[config.mk]
export PLATFORM = sky130hd
export DESIGN_NAME = vpd_seek_reader
export DESIGN_NICKNAME = d
export VERILOG_FILES = /design/src/rtl/vpd_seek_pkg.sv /design/src/rtl/vpd_seek_ctrl.sv /design/src/rtl/vpd_seek_dp.sv /design/src/rtl/vpd_seek_reader.sv
export SDC_FILE = /design/constraint.sdc
export NUM_CORES = 1
export LEC_CHECK = 0
export BUFFER_PORTS_ARGS = -buffer_cell sky130_fd_sc_hd__buf_2
export CORE_AREA = 5 5 80 82
export DETAILED_ROUTE_END_ITERATION = 12
export DIE_AREA = 0 0 85 87
export PLACE_DENSITY = 0.82
export REMOVE_ABC_BUFFERS = 1
export SLEW_MARGIN = 20
export SYNTH_ARGS = -nofsm -noshare
export SYNTH_HDL_FRONTEND = slang
export SYNTH_SLANG_ARGS = --single-unit
[constraint.sdc]
create_clock -name clk -period 2.7 [get_ports clk]
set_input_delay 0.135 -clock clk [delete_from_list [all_inputs] [get_ports clk]]
set_output_delay 0.135 -clock clk [all_outputs]
set_load 0.02 [all_outputs]
[src/rtl/vpd_seek_pkg.sv]
package vpd_seek_pkg;
  localparam int NUM_TABLES = 4;
  localparam int TBL_IDX_W  = $clog2(NUM_TABLES);
  localparam int BYTE_W     = 8;
  localparam int TBL_OFF_W  = 8;
  localparam int TBL_AW     = TBL_IDX_W + TBL_OFF_W;

  // Control -> datapath strobes
  typedef struct packed {
    logic [NUM_TABLES-1:0] hiWr;
    logic [NUM_TABLES-1:0] loWr;
    logic [NUM_TABLES-1:0] dataRd;
    logic                  plainRd;
  } seekStrb_t;

  // Offset-high register of table t; low and data follow at +1, +2.
  // Table 3 skips one address after table 2.
  function automatic int groupBase(input int t);
    return 'h56 + 3 * t + ((t >= 3) ? 1 : 0);
  endfunction
endpackage

[src/rtl/vpd_seek_ctrl.sv]
module vpd_seek_ctrl
  import vpd_seek_pkg::*;
#(
  parameter int ADDR_W = 11
) (
  input  logic              clk,
  input  logic              rstN,
  input  logic              reqValid,
  input  logic              reqWrite,
  input  logic [ADDR_W-1:0] reqAddr,
  input  logic [BYTE_W-1:0] reqWdata,
  output seekStrb_t         strb,
  output logic              rfEn,
  output logic              rfWrite,
  output logic [ADDR_W-1:0] rfAddr,
  output logic [BYTE_W-1:0] rfWdata
);
  logic [NUM_TABLES-1:0] hiHit, loHit, dataHit;

  for (genvar t = 0; t < NUM_TABLES; t++) begin : g_dec
    localparam logic [ADDR_W-1:0] BASE = ADDR_W'(groupBase(t));
    assign hiHit[t]   = (reqAddr == BASE);
    assign loHit[t]   = (reqAddr == BASE + ADDR_W'(1));
    assign dataHit[t] = (reqAddr == BASE + ADDR_W'(2));
  end

  always_comb begin
    strb.hiWr    = (reqValid && reqWrite) ? hiHit : '0;
    strb.loWr    = (reqValid && reqWrite) ? loHit : '0;
    strb.dataRd  = (reqValid && !reqWrite) ? dataHit : '0;
    strb.plainRd = reqValid && !reqWrite && (dataHit == '0);
  end

  assign rfEn    = reqValid && !(|strb.dataRd);
  assign rfWrite = reqWrite;
  assign rfAddr  = reqAddr;
  assign rfWdata = reqWdata;

  AST_ONE_GROUP_HIT: assert property (@(posedge clk) disable iff (!rstN)
    $onehot0({strb.hiWr, strb.loWr, strb.dataRd, strb.plainRd})) else $error("AST_ONE_GROUP_HIT");
  AST_NO_RF_ON_REDIR: assert property (@(posedge clk) disable iff (!rstN)
    (|strb.dataRd) |-> !rfEn) else $error("AST_NO_RF_ON_REDIR");
  AST_WRITE_FORWARDED: assert property (@(posedge clk) disable iff (!rstN)
    (reqValid && reqWrite) |-> (rfEn && rfWrite)) else $error("AST_WRITE_FORWARDED");
endmodule

[src/rtl/vpd_seek_dp.sv]
module vpd_seek_dp
  import vpd_seek_pkg::*;
#(
  parameter int PTR_W = 16
) (
  input  logic              clk,
  input  logic              rstN,
  input  seekStrb_t         strb,
  input  logic [BYTE_W-1:0] wrByte,
  input  logic [BYTE_W-1:0] rfRdata,
  input  logic [BYTE_W-1:0] tblRdata,
  output logic              tblRdEn,
  output logic [TBL_AW-1:0] tblAddr,
  output logic              rspValid,
  output logic [BYTE_W-1:0] rspData
);
  localparam int HI_W = PTR_W - TBL_OFF_W;

  logic [NUM_TABLES-1:0][PTR_W-1:0] ptrQ;
  logic [TBL_IDX_W-1:0]             selIdx;
  logic [PTR_W-1:0]                 selPtr;
  logic                             rspValidQ, redirQ, oorQ;

  for (genvar t = 0; t < NUM_TABLES; t++) begin : g_ptr
    always_ff @(posedge clk) begin
      if (!rstN)              ptrQ[t] <= '0;
      else if (strb.hiWr[t])  ptrQ[t] <= {wrByte, {(PTR_W-BYTE_W){1'b0}}};
      else if (strb.loWr[t])  ptrQ[t] <= ptrQ[t] | PTR_W'(wrByte);
    end

    AST_HI_CLEARS_LOW: assert property (@(posedge clk) disable iff (!rstN)
      strb.hiWr[t] |=> (ptrQ[t][TBL_OFF_W-1:0] == '0)) else $error("AST_HI_CLEARS_LOW");
    AST_LO_KEEPS_HIGH: assert property (@(posedge clk) disable iff (!rstN)
      strb.loWr[t] |=> (ptrQ[t][PTR_W-1:TBL_OFF_W] == $past(ptrQ[t][PTR_W-1:TBL_OFF_W]))) else $error("AST_LO_KEEPS_HIGH");
  end

  always_comb begin
    selIdx = '0;
    for (int t = 0; t < NUM_TABLES; t++)
      if (strb.dataRd[t]) selIdx = TBL_IDX_W'(t);
  end

  assign selPtr  = ptrQ[selIdx];
  assign tblRdEn = |strb.dataRd;
  assign tblAddr = {selIdx, selPtr[TBL_OFF_W-1:0]};

  always_ff @(posedge clk) begin
    if (!rstN) begin
      rspValidQ <= 1'b0;
      redirQ    <= 1'b0;
      oorQ      <= 1'b0;
    end else begin
      rspValidQ <= strb.plainRd || tblRdEn;
      redirQ    <= tblRdEn;
      oorQ      <= selPtr[PTR_W-1:TBL_OFF_W] != HI_W'(0);
    end
  end

  assign rspValid = rspValidQ;
  assign rspData  = !redirQ ? rfRdata : (oorQ ? {BYTE_W{1'b1}} : tblRdata);

  AST_READ_NO_ADVANCE: assert property (@(posedge clk) disable iff (!rstN)
    (tblRdEn && (strb.hiWr == '0) && (strb.loWr == '0)) |=> $stable(ptrQ)) else $error("AST_READ_NO_ADVANCE");
  AST_RSP_AFTER_READ: assert property (@(posedge clk) disable iff (!rstN)
    (strb.plainRd || tblRdEn) |=> rspValid) else $error("AST_RSP_AFTER_READ");
  AST_NO_SPURIOUS_RSP: assert property (@(posedge clk) disable iff (!rstN)
    !(strb.plainRd || tblRdEn) |=> !rspValid) else $error("AST_NO_SPURIOUS_RSP");
  AST_OOR_FF: assert property (@(posedge clk) disable iff (!rstN)
    (tblRdEn && selPtr >= PTR_W'(256)) |=> (rspData == 8'hFF)) else $error("AST_OOR_FF");
endmodule

[src/rtl/vpd_seek_reader.sv]
module vpd_seek_reader
  import vpd_seek_pkg::*;
#(
  parameter int ADDR_W = 11,
  parameter int PTR_W  = 16
) (
  input  logic              clk,
  input  logic              rstN,
  input  logic              reqValid,
  input  logic              reqWrite,
  input  logic [ADDR_W-1:0] reqAddr,
  input  logic [7:0]        reqWdata,
  output logic              rspValid,
  output logic [7:0]        rspData,
  output logic              rfEn,
  output logic              rfWrite,
  output logic [ADDR_W-1:0] rfAddr,
  output logic [7:0]        rfWdata,
  input  logic [7:0]        rfRdata,
  output logic              tblRdEn,
  output logic [9:0]        tblAddr,
  input  logic [7:0]        tblRdata
);
  seekStrb_t strb;

  vpd_seek_ctrl #(.ADDR_W(ADDR_W)) ctrl_i (
    .clk(clk), .rstN(rstN),
    .reqValid(reqValid), .reqWrite(reqWrite), .reqAddr(reqAddr), .reqWdata(reqWdata),
    .strb(strb),
    .rfEn(rfEn), .rfWrite(rfWrite), .rfAddr(rfAddr), .rfWdata(rfWdata)
  );

  vpd_seek_dp #(.PTR_W(PTR_W)) dp_i (
    .clk(clk), .rstN(rstN),
    .strb(strb), .wrByte(reqWdata),
    .rfRdata(rfRdata), .tblRdata(tblRdata),
    .tblRdEn(tblRdEn), .tblAddr(tblAddr),
    .rspValid(rspValid), .rspData(rspData)
  );

  AST_RESET_QUIET: assert property (@(posedge clk)
    !rstN |=> !rspValid) else $error("AST_RESET_QUIET");
endmodule

======== Yosys cells after proc, flatten, opt, wreduce, memory -nomap -nowiden ========
Index checks and enable logic that the tools add are counted.
cells by class
  order comparisons ....................... 1
  eq/ne operators ......................... 12
  muxes and demuxes ....................... 18
  bitwise gates (word level) .............. 5
  reduce and logical (&&, ||, !) cells .... 18
operator list
  cell                                                   number
  two-way mux 16 bit                                     9
  equality test 11 x 7 -> 1 bit (second input constant)  12
  OR 16 x 8 -> 16 bit                                    4
  binary-select mux 16 bit (select 2 bit)                1
  two-way mux 8 bit                                      2
  two-way mux 4 bit                                      3
  nonzero test 2 bit                                     4
  nonzero test 8 bit                                     1
  OR reduction 2 bit                                     4
  logical AND 1 bit                                      4
  logical NOT 4 bit                                      1
  two-way mux 2 bit                                      2
  OR reduction 4 bit                                     1
  < comparator 2 x 3 -> 1 bit (second input constant)    1
  logical NOT 1 bit                                      2
  logical OR 1 bit                                       1
  two-way mux 1 bit                                      1
  NOT 1 bit                                              1
word-level totals
  register bits ........................... 67
  logic and storage cells ................. 65

======== Longest topological paths before layout ========
Gate-level depths: netlist of the first run.
  depth after elaboration ................. 9
  mapped depth ............................ 8

======== By module ========
From an unflattened synthesis of the first run, not the netlist that was laid out.
unflattened totals
  cells, all modules ...................... 356
  area, all modules ....................... 3093.0 µm²
by module, submodules not included
  module         instances  cells each  area an instance (µm²)
  vpd_seek_dp    1          303         2735.1
  vpd_seek_ctrl  1          53          357.8

======== Worst setup path before layout of the first run ========
Ideal clock, no wire load.
  kind .................................... input -> output
  start point ............................. in reqAddr[0]
  end point ............................... out tblAddr[7]
  arrival time ............................ 1889 ps
  slack ................................... 676 ps
  stages .................................. 8
  buffers on the path ..................... 3
  cell sequence ........................... buf_6 -> or4b_1 -> a21oi_1 -> nand4_1 -> buf_2 -> buf_2 -> mux2i_1 -> o21ai_1
between the ends
  word-level cells in the longest chain between the ends .. 7
  elaborated cells between the ends (all ways) .. 9
RTL lines
  what                                        RTL line               text
  start, declared                             vpd_seek_reader.sv:11  input logic [ADDR_W-1:0] reqAddr,
  equality test 11 x 7 -> 1 bit               vpd_seek_ctrl.sv:24    assign dataHit[t] = (reqAddr == BASE + ADDR_W'(2));
  two-way mux 4 bit *                         vpd_seek_ctrl.sv:30    strb.dataRd = (reqValid && !reqWrite) ? dataHit : '0;
  two-way mux 1 bit                           vpd_seek_dp.sv:40      if (strb.dataRd[t]) selIdx = TBL_IDX_W'(t);
  two-way mux 2 bit                           vpd_seek_dp.sv:40
  two-way mux 2 bit *                         vpd_seek_dp.sv:40
  binary-select mux 16 bit (select 2 bit) *   vpd_seek_dp.sv:43      assign selPtr = ptrQ[selIdx];
  two-way mux 16 bit (not written as such) *  vpd_seek_dp.sv:43
  end, declared                               vpd_seek_reader.sv:21  output logic [9:0] tblAddr,
Mark *: on every way between the ends. The rest lies on a longest branch, timed or not. The select of a mux whose other input is x is not followed.

======== Worst setup path in the final report of the first run ========
  start point ............................. in reqAddr[9]
  end point ............................... out tblAddr[7]
Same word-level chain as after synthesis.

==> results of run 1 <==
[tightest hold or removal path: cells and delay by family]
family	cells	cell delay [ns]
compound gates	1	0.05
simple gates	1	0.07
buf+inv	1	0.17
[worst paths after layout]
check                              from                    endpoint  slack (ns)  cells past startpoint
max                          reqAddr[9]                  tblAddr[7]        0.52                      8
min                         reqWdata[2]  dp_i.ptrQ[42]$_SDFFE_PN0P_        0.14                      3
max reg2reg  dp_i.ptrQ[56]$_SDFFE_PN0P_        dp_i.oorQ$_SDFF_PN0_        1.37                      5
min reg2reg  dp_i.ptrQ[58]$_SDFFE_PN0P_  dp_i.ptrQ[58]$_SDFFE_PN0P_        0.45                      2
[state kept, by name (all words and copies together), names as in the netlist]
| signal | count |
|---|---|
| dp_i.redirQ | 1 |
| dp_i.oorQ | 1 |
| dp_i.rspValid | 1 |
| dp_i.ptrQ | 64 |
[Yosys cell counts (all sizes together) (2+ instances only)]
master / instances
mux2i: 16
nor3: 5
buf: 28
or4b: 2
and2: 2
mux2: 2
and3: 2
clkbuf: 16
o21ai: 8
nand4b: 2
inv: 3
o221ai: 8
or4: 5
or3: 2
nor2: 43
nand2: 59
a21oi: 58
nor4: 13
nand2b: 3
o22a: 7
nand3: 2
dfxtp: 67
[through the flow]
step                hold slack, ns  area (um^2)  worst slack, ns
finish                       0.136         3540            0.519
global placement             0.438         3320            0.541
CTS                          0.117         3540            0.525
detailed placement           0.446         3320            0.508
global route                 0.128         3540            0.436
floorplan                    0.257         2780            0.527
[logic make-up after synthesis]
group | Yosys count | synth area share, %
AOI/OAI and AO/OA | 84 | 16.0
xor gates and xnor gates | 1 | 0.287
buffers and inverters | 47 | 9.32
DFF | 67 | 44.0
muxes | 18 | 5.99
and+or+nand+nor | 146 | 24.4
[area by class of cell]
cell class	count	area, um^2	area share (%)
flip-flops and latches	67	1340	37.8
repair buffers	86	448	12.6
clock inverters	4	72.6	2.05
clock buffers	12	155	4.38
multi-input cells	249	1420	40.1
well taps	75	93.8	2.65
inverters	3	11.3	0.318
[where the power goes]
| group | switching, W | total, W | internal, W |
|---|---|---|---|
| Sequential | 0.000000167 | 0.000989 | 0.000989 |
| Combinational | 0.000107 | 0.000159 | 0.0000517 |
| Clock | 0.000363 | 0.000932 | 0.000569 |
[per-layer routing]
layer | up-vias | global-route usage, % | share of wire (%)
li1 | 1356 | - | -
met1 | 1287 | 26.7 | 42
met2 | 102 | 35.2 | 48
met3 | 16 | 4.54 | 8.3
met4 | 0 | 10.2 | 2.4
met5 | - | 0 | 0
==> impl_metrics.ini, run 1 <==
[worst_setup_path]
path_common_cell = buf_2
path_max_fanout = 15
arrival_time_at_the_worst_endpoint_ns = 2.05
critical_path.top_delay_family = simple AND/OR/NAND/NOR gates
worst_path_cell_trace = buf_2, nand2b_1, or4_4, nor3_2, buf_4, o221ai_1, o21ai_1, buf_2
cp.required_ns = 2.57
timing_worst_setup_path_type = input pin to output port
crit_path_start_kind = input pin
crit_path_max_incr_delay_ns = 0.54
cp_num_buf_inv = 3
cp_max_delay_cell = or4_4
worstSetupEndpointType = output port

[die]
chipHeight_um = 87
dieArea_um2 = 7400
core_area_um2 = 5680
design.portCount = 80
die_span_in_x_um = 85
start_util_pct = 53.7
rows = 28

[cts]
cts.sinks = 67
worst_setup_hold_path_clk_slew_ns = 0.07
cts-resized-gates = 0
postCtsHoldBufs = 0
ctsLongestPathBuffers = 2
cts_setup_buffers = 0
clock_tree.htree_level_count = 3
cts-root-buf = clkbuf_8
clk_latency_ns = 0.34
tritoncts = yes
numCtsBuffers = 9

[detailed_routing]
post-route-drc-count = 0
routed_wirelength_um = 7680
post_drt_via_cell_ratio = 5.57
dr.first_iter.drc_count = 216
routedWlPerCell_um = 15.5
route.antenna.remaining_nets = 0
route.vias.total = 2761
firstDrtPassIters = 4

[place]
dp_cells = 480
routabilityCongestion = 0.846
port_buffers = 79
place.detailed.hpwl_um = 5320

[finish]
layout-drive-gt1-share_pct = 27.6
final_common_cell = buf_2
flow.area_growth_from_synthesis_pct = 16.3
final_nets = 455
fillerInstances = 507
final-instance-count-excl-fill = 496
antenna_diode_instance_count = 0
fin_util_pct = 62.5
layout_common_cells = buf_2 (79), dfxtp_1 (67), nand2_1 (58), a21oi_1 (58), nor2_1 (43)

[power_and_ir_drop]
total_leakage_power_nw = 1.52
power.density_cell_area_nw_per_um2 = 587
total_power_w = 0.00208
peak_supply_drop_v = 0.000362

[synthesis]
synthDominantCellAreaShare_pct = 44.0
netlist_area_um2 = 3050
synthCells = 363
synth-warning-count = 0
synth-async-reset-ratio_pct = 0
yosys_most_used_dff = dfxtp_1
ys_seq_elements = 67
ys_seq_area_share_pct = 44.0
synth.area.top_cells = dfxtp_1 (44%), a21oi_1 (9.5%), nand2_1 (7.1%), nor2_1 (5.3%), mux2i_1 (5.3%)
synth_enable_flop_cells = 0
post_synthesis_average_cell_area_um2 = 8.40
synth_largest_area_cell = dfxtp_1
ys_types = 44

[run_status]
outcome = finished clean

[timing]
worst_slew_pin_slew_ns = 0.993
grt_setup_unrepaired = false
fmaxAchievable_mhz = 459
hold_viol_final = 0
final_total_negative_setup_slack_ns = 0
period_needed_ns = 2.18
finalCritPeriodShare_pct = 80.8
setup_viol_count_final = 0
maxSlewHeadroom_pct = 33.7
timing.clock.skew_ns = 0.00950
finalMaxSlewViolations = 0

[run]
maxCapViolCount = 0

[global_route]
first_pass_grt_wire_length_um = 12600
grt_pass1_vias = 2629
grt_remaining_overflow = 0
antenna_found_initial = 0
grt_max_degree = 34
grt.total_usage_pct = 21.4

[worst_hold_path]
min-delay-path-class = input pin to flip-flop
Power figures use the tool's default switching activity.
==> inputs of run 2 (changes only) <==
Settings changed: CORE_AREA 5 5 80 82 to 5 5 83 85, DIE_AREA 0 0 85 87 to 0 0 88 90, PLACE_DENSITY 0.82 to 0.76.
Clock period 2.7 ns to 2.3 ns, I/O delays scaled along.
==> run 2 against run 1 <==
  * Cell area shrank 0.25%
  * Worst hold slack lost 0.019 ns
  * Global-route usage shrank 1.6 points
  * Critical path type unchanged
  * Core utilization shrank 4.8 points
  * Flip-flop and latch count is the same
  * Sequential power grew 17%
  * Wire length grew 3.0%
==> impl_metrics.ini, run 2 (synthesis gave the netlist of run 1 again) <==
[run_status]
outcome = finished clean

[die]
core_area_um2 = 6130
chipHeight_um = 90
design.portCount = 80
die_span_in_x_um = 88
dieArea_um2 = 7920
rows = 29
start_util_pct = 49.7

[timing]
final_total_negative_setup_slack_ns = 0
finalCritPeriodShare_pct = 90.4
worst_slew_pin_slew_ns = 0.518
period_needed_ns = 2.08
hold_viol_final = 0
finalMaxSlewViolations = 0
timing.final.ws_setup_ns = 0.221
worst_hold_slack_ns = 0.116
timing.clock.skew_ns = 0.00718
fmaxAchievable_mhz = 481
setup_viol_count_final = 0
grt_setup_unrepaired = false
maxSlewHeadroom_pct = 65.2

[worst_setup_path]
cp_num_buf_inv = 2
worstSetupEndpointType = output port
arrival_time_at_the_worst_endpoint_ns = 1.96
path_max_fanout = 19
crit_path_max_incr_delay_ns = 0.69
cp_max_delay_cell = or4_4
critical_path.top_delay_family = simple AND/OR/NAND/NOR gates
worst_path_cell_trace = buf_2, nand2b_1, or4_4, or4_4, and3_2, buf_2
crit_path_start_kind = input pin
cp.required_ns = 2.18
timing_worst_setup_path_type = input pin to output port

[detailed_routing]
firstDrtPassIters = 4
route.vias.total = 2774
routedWlPerCell_um = 15.7
post-route-drc-count = 0
route.antenna.remaining_nets = 0
post_drt_via_cell_ratio = 5.50
dr.first_iter.drc_count = 198
routed_wirelength_um = 7910

[finish]
largest_register_ffs = 64
layout_common_cells = buf_2 (79), dfxtp_1 (67), nand2_1 (58), a21oi_1 (58), nor2_1 (43)
antenna_diode_instance_count = 0
final_nets = 461
post-route-cell-area_um2 = 3540
final_common_cell = buf_2
largest_register_by_flop_count = dp_i.ptrQ
layout-drive-gt1-share_pct = 28.3
flow.area_growth_from_synthesis_pct = 16.0

[global_route]
antenna_found_initial = 0
grt_remaining_overflow = 0
grt_max_degree = 34
grt_pass1_vias = 2572
grt.total_usage_pct = 19.8
first_pass_grt_wire_length_um = 12400

[cts]
numCtsBuffers = 9
worst_setup_hold_path_clk_slew_ns = 0.07
clk_latency_ns = 0.34
cts-resized-gates = 0
tritoncts = yes
postCtsHoldBufs = 0
ctsLongestPathBuffers = 2
cts-root-buf = clkbuf_8
clock_tree.htree_level_count = 3
cts.sinks = 67
cts_setup_buffers = 0

[power_and_ir_drop]
power.density_cell_area_nw_per_um2 = 622
peak_supply_drop_v = 0.000419
total_leakage_power_nw = 1.52
total_power_w = 0.00220

[worst_hold_path]
min-delay-path-class = input pin to flip-flop

[place]
routabilityCongestion = 0.849
dpl-instance-area_um2 = 3360
preCtsSetupSlack_ns = 0.207
port_buffers = 79
place.detailed.hpwl_um = 5450

[run]
maxCapViolCount = 0
[run 2: per-stage QoR]
stage / utilization (%) / std cells
final: 57.7 / 504
after global routing: 57.7 / 504
after CTS: 57.7 / 504
after detailed placement: 54.9 / 488
after global placement: 54.9 / 488
after floorplan: - / 319
[run 2: power by group]
group	switching, W	internal (W)	total [W]
Clock	0.000429	0.000419	0.000848
Combinational	0.000126	0.0000632	0.000190
Sequential	0.000000209	0.00116	0.00116
Total	0.000556	0.00164	0.00220
[run 2: worst register-to-register path: stages (launching register included)]
cell      delay [ns]
dfxtp_1         0.32
nor4_1          0.29
nand2_1         0.10
mux2_2          0.27
nor2_1          0.11
a211oi_2        0.06
[run 2: layout make-up]
cell class                      count  area, um^2
Sequential cell                    67        1340
Clock inverter                      4        26.3
Timing Repair Buffer               92         493
Tap cell                           77        96.3
Inverter                            3        11.3
Clock buffer                       12         145
Fill cell                         565        2600
Multi-Input combinational cell    249        1420
[run 2: final timing paths]
path	start	endpoint	slack [ns]	cells after the start
hold reg to reg	dp_i.ptrQ[30]$_SDFFE_PN0P_	dp_i.ptrQ[30]$_SDFFE_PN0P_	0.45	2
hold / removal	reqWdata[1]	dp_i.ptrQ[25]$_SDFFE_PN0P_	0.12	3
setup reg to reg	dp_i.ptrQ[60]$_SDFFE_PN0P_	dp_i.oorQ$_SDFF_PN0_	1.03	5
setup / recovery	reqAddr[9]	rfEn	0.22	6
[run 2: metal layers]
| layer | up-vias | part of all wire (%) | GRT usage, % |
|---|---|---|---|
| met4 | 0 | 2.0 | 8.95 |
| met1 | 1289 | 41 | 24.9 |
| met2 | 101 | 49 | 32.7 |
| met5 | - | 0 | 0 |
| met3 | 16 | 8.1 | 3.20 |
| li1 | 1368 | - | - |
==> inputs of run 3 (changes only) <==
Settings changed: RECOVER_POWER set to 100.
==> run 3 against run 2 <==
  * Core utilization decreased by 1.0 points
  * Via count increased by 0.36%
  * Highest routed layer unchanged
  * Clock skew about the same
  * Critical path depth is the same
  * Fmax fell by 3.1%
  * Count of clock-buffer cells in the layout unchanged
==> impl_metrics.ini, run 3 (synthesis gave the netlist of run 1 again) <==
[run]
maxCapViolCount = 0

[global_route]
first_pass_grt_wire_length_um = 12400
grt_remaining_overflow = 0
grt_max_degree = 34
antenna_found_initial = 0
grt_pass1_vias = 2572
grt.total_usage_pct = 19.8

[detailed_routing]
dr.first_iter.drc_count = 214
route.vias.total = 2784
firstDrtPassIters = 4
routed_wirelength_um = 7890
routedWlPerCell_um = 15.6
post-route-drc-count = 0
route.antenna.remaining_nets = 0
post_drt_via_cell_ratio = 5.52

[worst_setup_path]
arrival_time_at_the_worst_endpoint_ns = 2.03
critical_path.top_delay_family = simple AND/OR/NAND/NOR gates
worst_path_cell_trace = buf_2, or4b_1, and2_4, or4_4, and3_2, clkbuf_1
crit_path_start_kind = input pin
cp_max_delay_cell = or4b_1
cp.required_ns = 2.18
cp_num_buf_inv = 2
crit_path_max_incr_delay_ns = 0.62
path_max_fanout = 19
timing_worst_setup_path_type = input pin to output port
worstSetupEndpointType = output port

[finish]
fillerInstances = 587
flow.area_growth_from_synthesis_pct = 14.0
final-instance-count-excl-fill = 504
largest_register_ffs = 64
post-route-cell-area_um2 = 3470
final_nets = 461
largest_register_by_flop_count = dp_i.ptrQ
layout-drive-gt1-share_pct = 19.2
final_common_cell = dfxtp_1
layout_common_cells = dfxtp_1 (67), nand2_1 (59), a21oi_1 (58)
antenna_diode_instance_count = 0

[power_and_ir_drop]
power.density_cell_area_nw_per_um2 = 631
combinationalPowerShare_pct = 8.2
clock_power_share_pct = 38.8
switching_share_of_total_power_pct = 25.5
peak_supply_drop_v = 0.000414
total_leakage_power_nw = 1.41
power.sequential.fraction_pct = 52.9
power.net_switching_w = 0.000559
power.internal_w = 0.00163

[cts]
tritoncts = yes
ctsLongestPathBuffers = 2
cts-root-buf = clkbuf_8
worst_setup_hold_path_clk_slew_ns = 0.06
cts.sinks = 67
numCtsBuffers = 9
cts-resized-gates = 0
postCtsHoldBufs = 0
cts_setup_buffers = 0
clock_tree.htree_level_count = 3
clk_latency_ns = 0.34

[place]
place.detailed.hpwl_um = 5450
dp_cells = 488
port_buffers = 79
routabilityCongestion = 0.849
dpl-instance-area_um2 = 3360

[die]
rows = 29
start_util_pct = 49.7
design.portCount = 80
dieArea_um2 = 7920
core_area_um2 = 6130
die_span_in_x_um = 88
chipHeight_um = 90

[timing]
final_total_negative_setup_slack_ns = 0
timing.clock.skew_ns = 0.00684
finalMaxSlewViolations = 0
worst_slew_pin_slew_ns = 0.631
hold_viol_final = 0
fmaxAchievable_mhz = 466
maxSlewHeadroom_pct = 57.9
period_needed_ns = 2.15
grt_setup_unrepaired = false
setup_viol_count_final = 0
finalCritPeriodShare_pct = 93.3

[run_status]
outcome = finished clean

[worst_hold_path]
min-delay-path-class = input pin to flip-flop
run 3: changes by cell type in the layout (fill, tap and decap cells not counted), sizes merged:
cell | previous run | this run
clkbuf | 12 | 56
buf | 92 | 48
run 3: path summary, 6_finish.rpt:
| kind | cells after the start | slack [ns] | to | startpoint |
|---|---|---|---|---|
| worst max register to register | 5 | 1.01 | dp_i.oorQ$_SDFF_PN0_ | dp_i.ptrQ[60]$_SDFFE_PN0P_ |
| worst min-delay path | 2 | 0.11 | dp_i.rspValid$_SDFF_PN0_ | rstN |
| worst max-delay path | 6 | 0.15 | rfEn | reqAddr[3] |
| worst min register to register | 2 | 0.45 | dp_i.ptrQ[30]$_SDFFE_PN0P_ | dp_i.ptrQ[30]$_SDFFE_PN0P_ |
run 3: power by group through the flow:
| stage | clock [W] | combinational, W | sequential [W] |
|---|---|---|---|
| floorplan | 0 | 0.0000549 | 0.00119 |
| global placement | 0 | 0.000186 | 0.00119 |
| detailed placement | 0 | 0.000189 | 0.00119 |
| CTS | 0.000859 | 0.000190 | 0.00116 |
| global route | 0.000914 | 0.000193 | 0.00116 |
| finish | 0.000852 | 0.000181 | 0.00116 |
run 3: final cells by class:
cell class                 instances  area [um^2]  area share, %
multi-input combinational        249         1420           40.8
sequential                        67         1340           38.6
timing repair buffer              92          437           12.6
clock buffer                      12          145           4.18
tap                               77         96.3           2.77
clock inverter                     4         26.3          0.756
inverter                           3         11.3          0.324
run 3: metal layers:
layer  vias to the layer above  global-route usage (%)  wire (um)
li1                       1372                       -          -
met1                      1281                    24.9       3100
met2                       119                    32.7       3910
met3                        12                    3.20        761
met4                         0                    8.95        109
met5                         -                       0          0
run 3: per-stage QoR:
stage	util, %	hold slack [ns]	total power, W	setup WS [ns]
after CTS	57.7	0.109	0.00221	0.217
after global placement	54.9	0.440	0.00137	0.230
after global routing	56.6	0.131	0.00227	0.0671
final	56.6	0.108	0.00219	0.155
after detailed placement	54.9	0.445	0.00138	0.207
after floorplan	-	0.230	0.00124	0.167
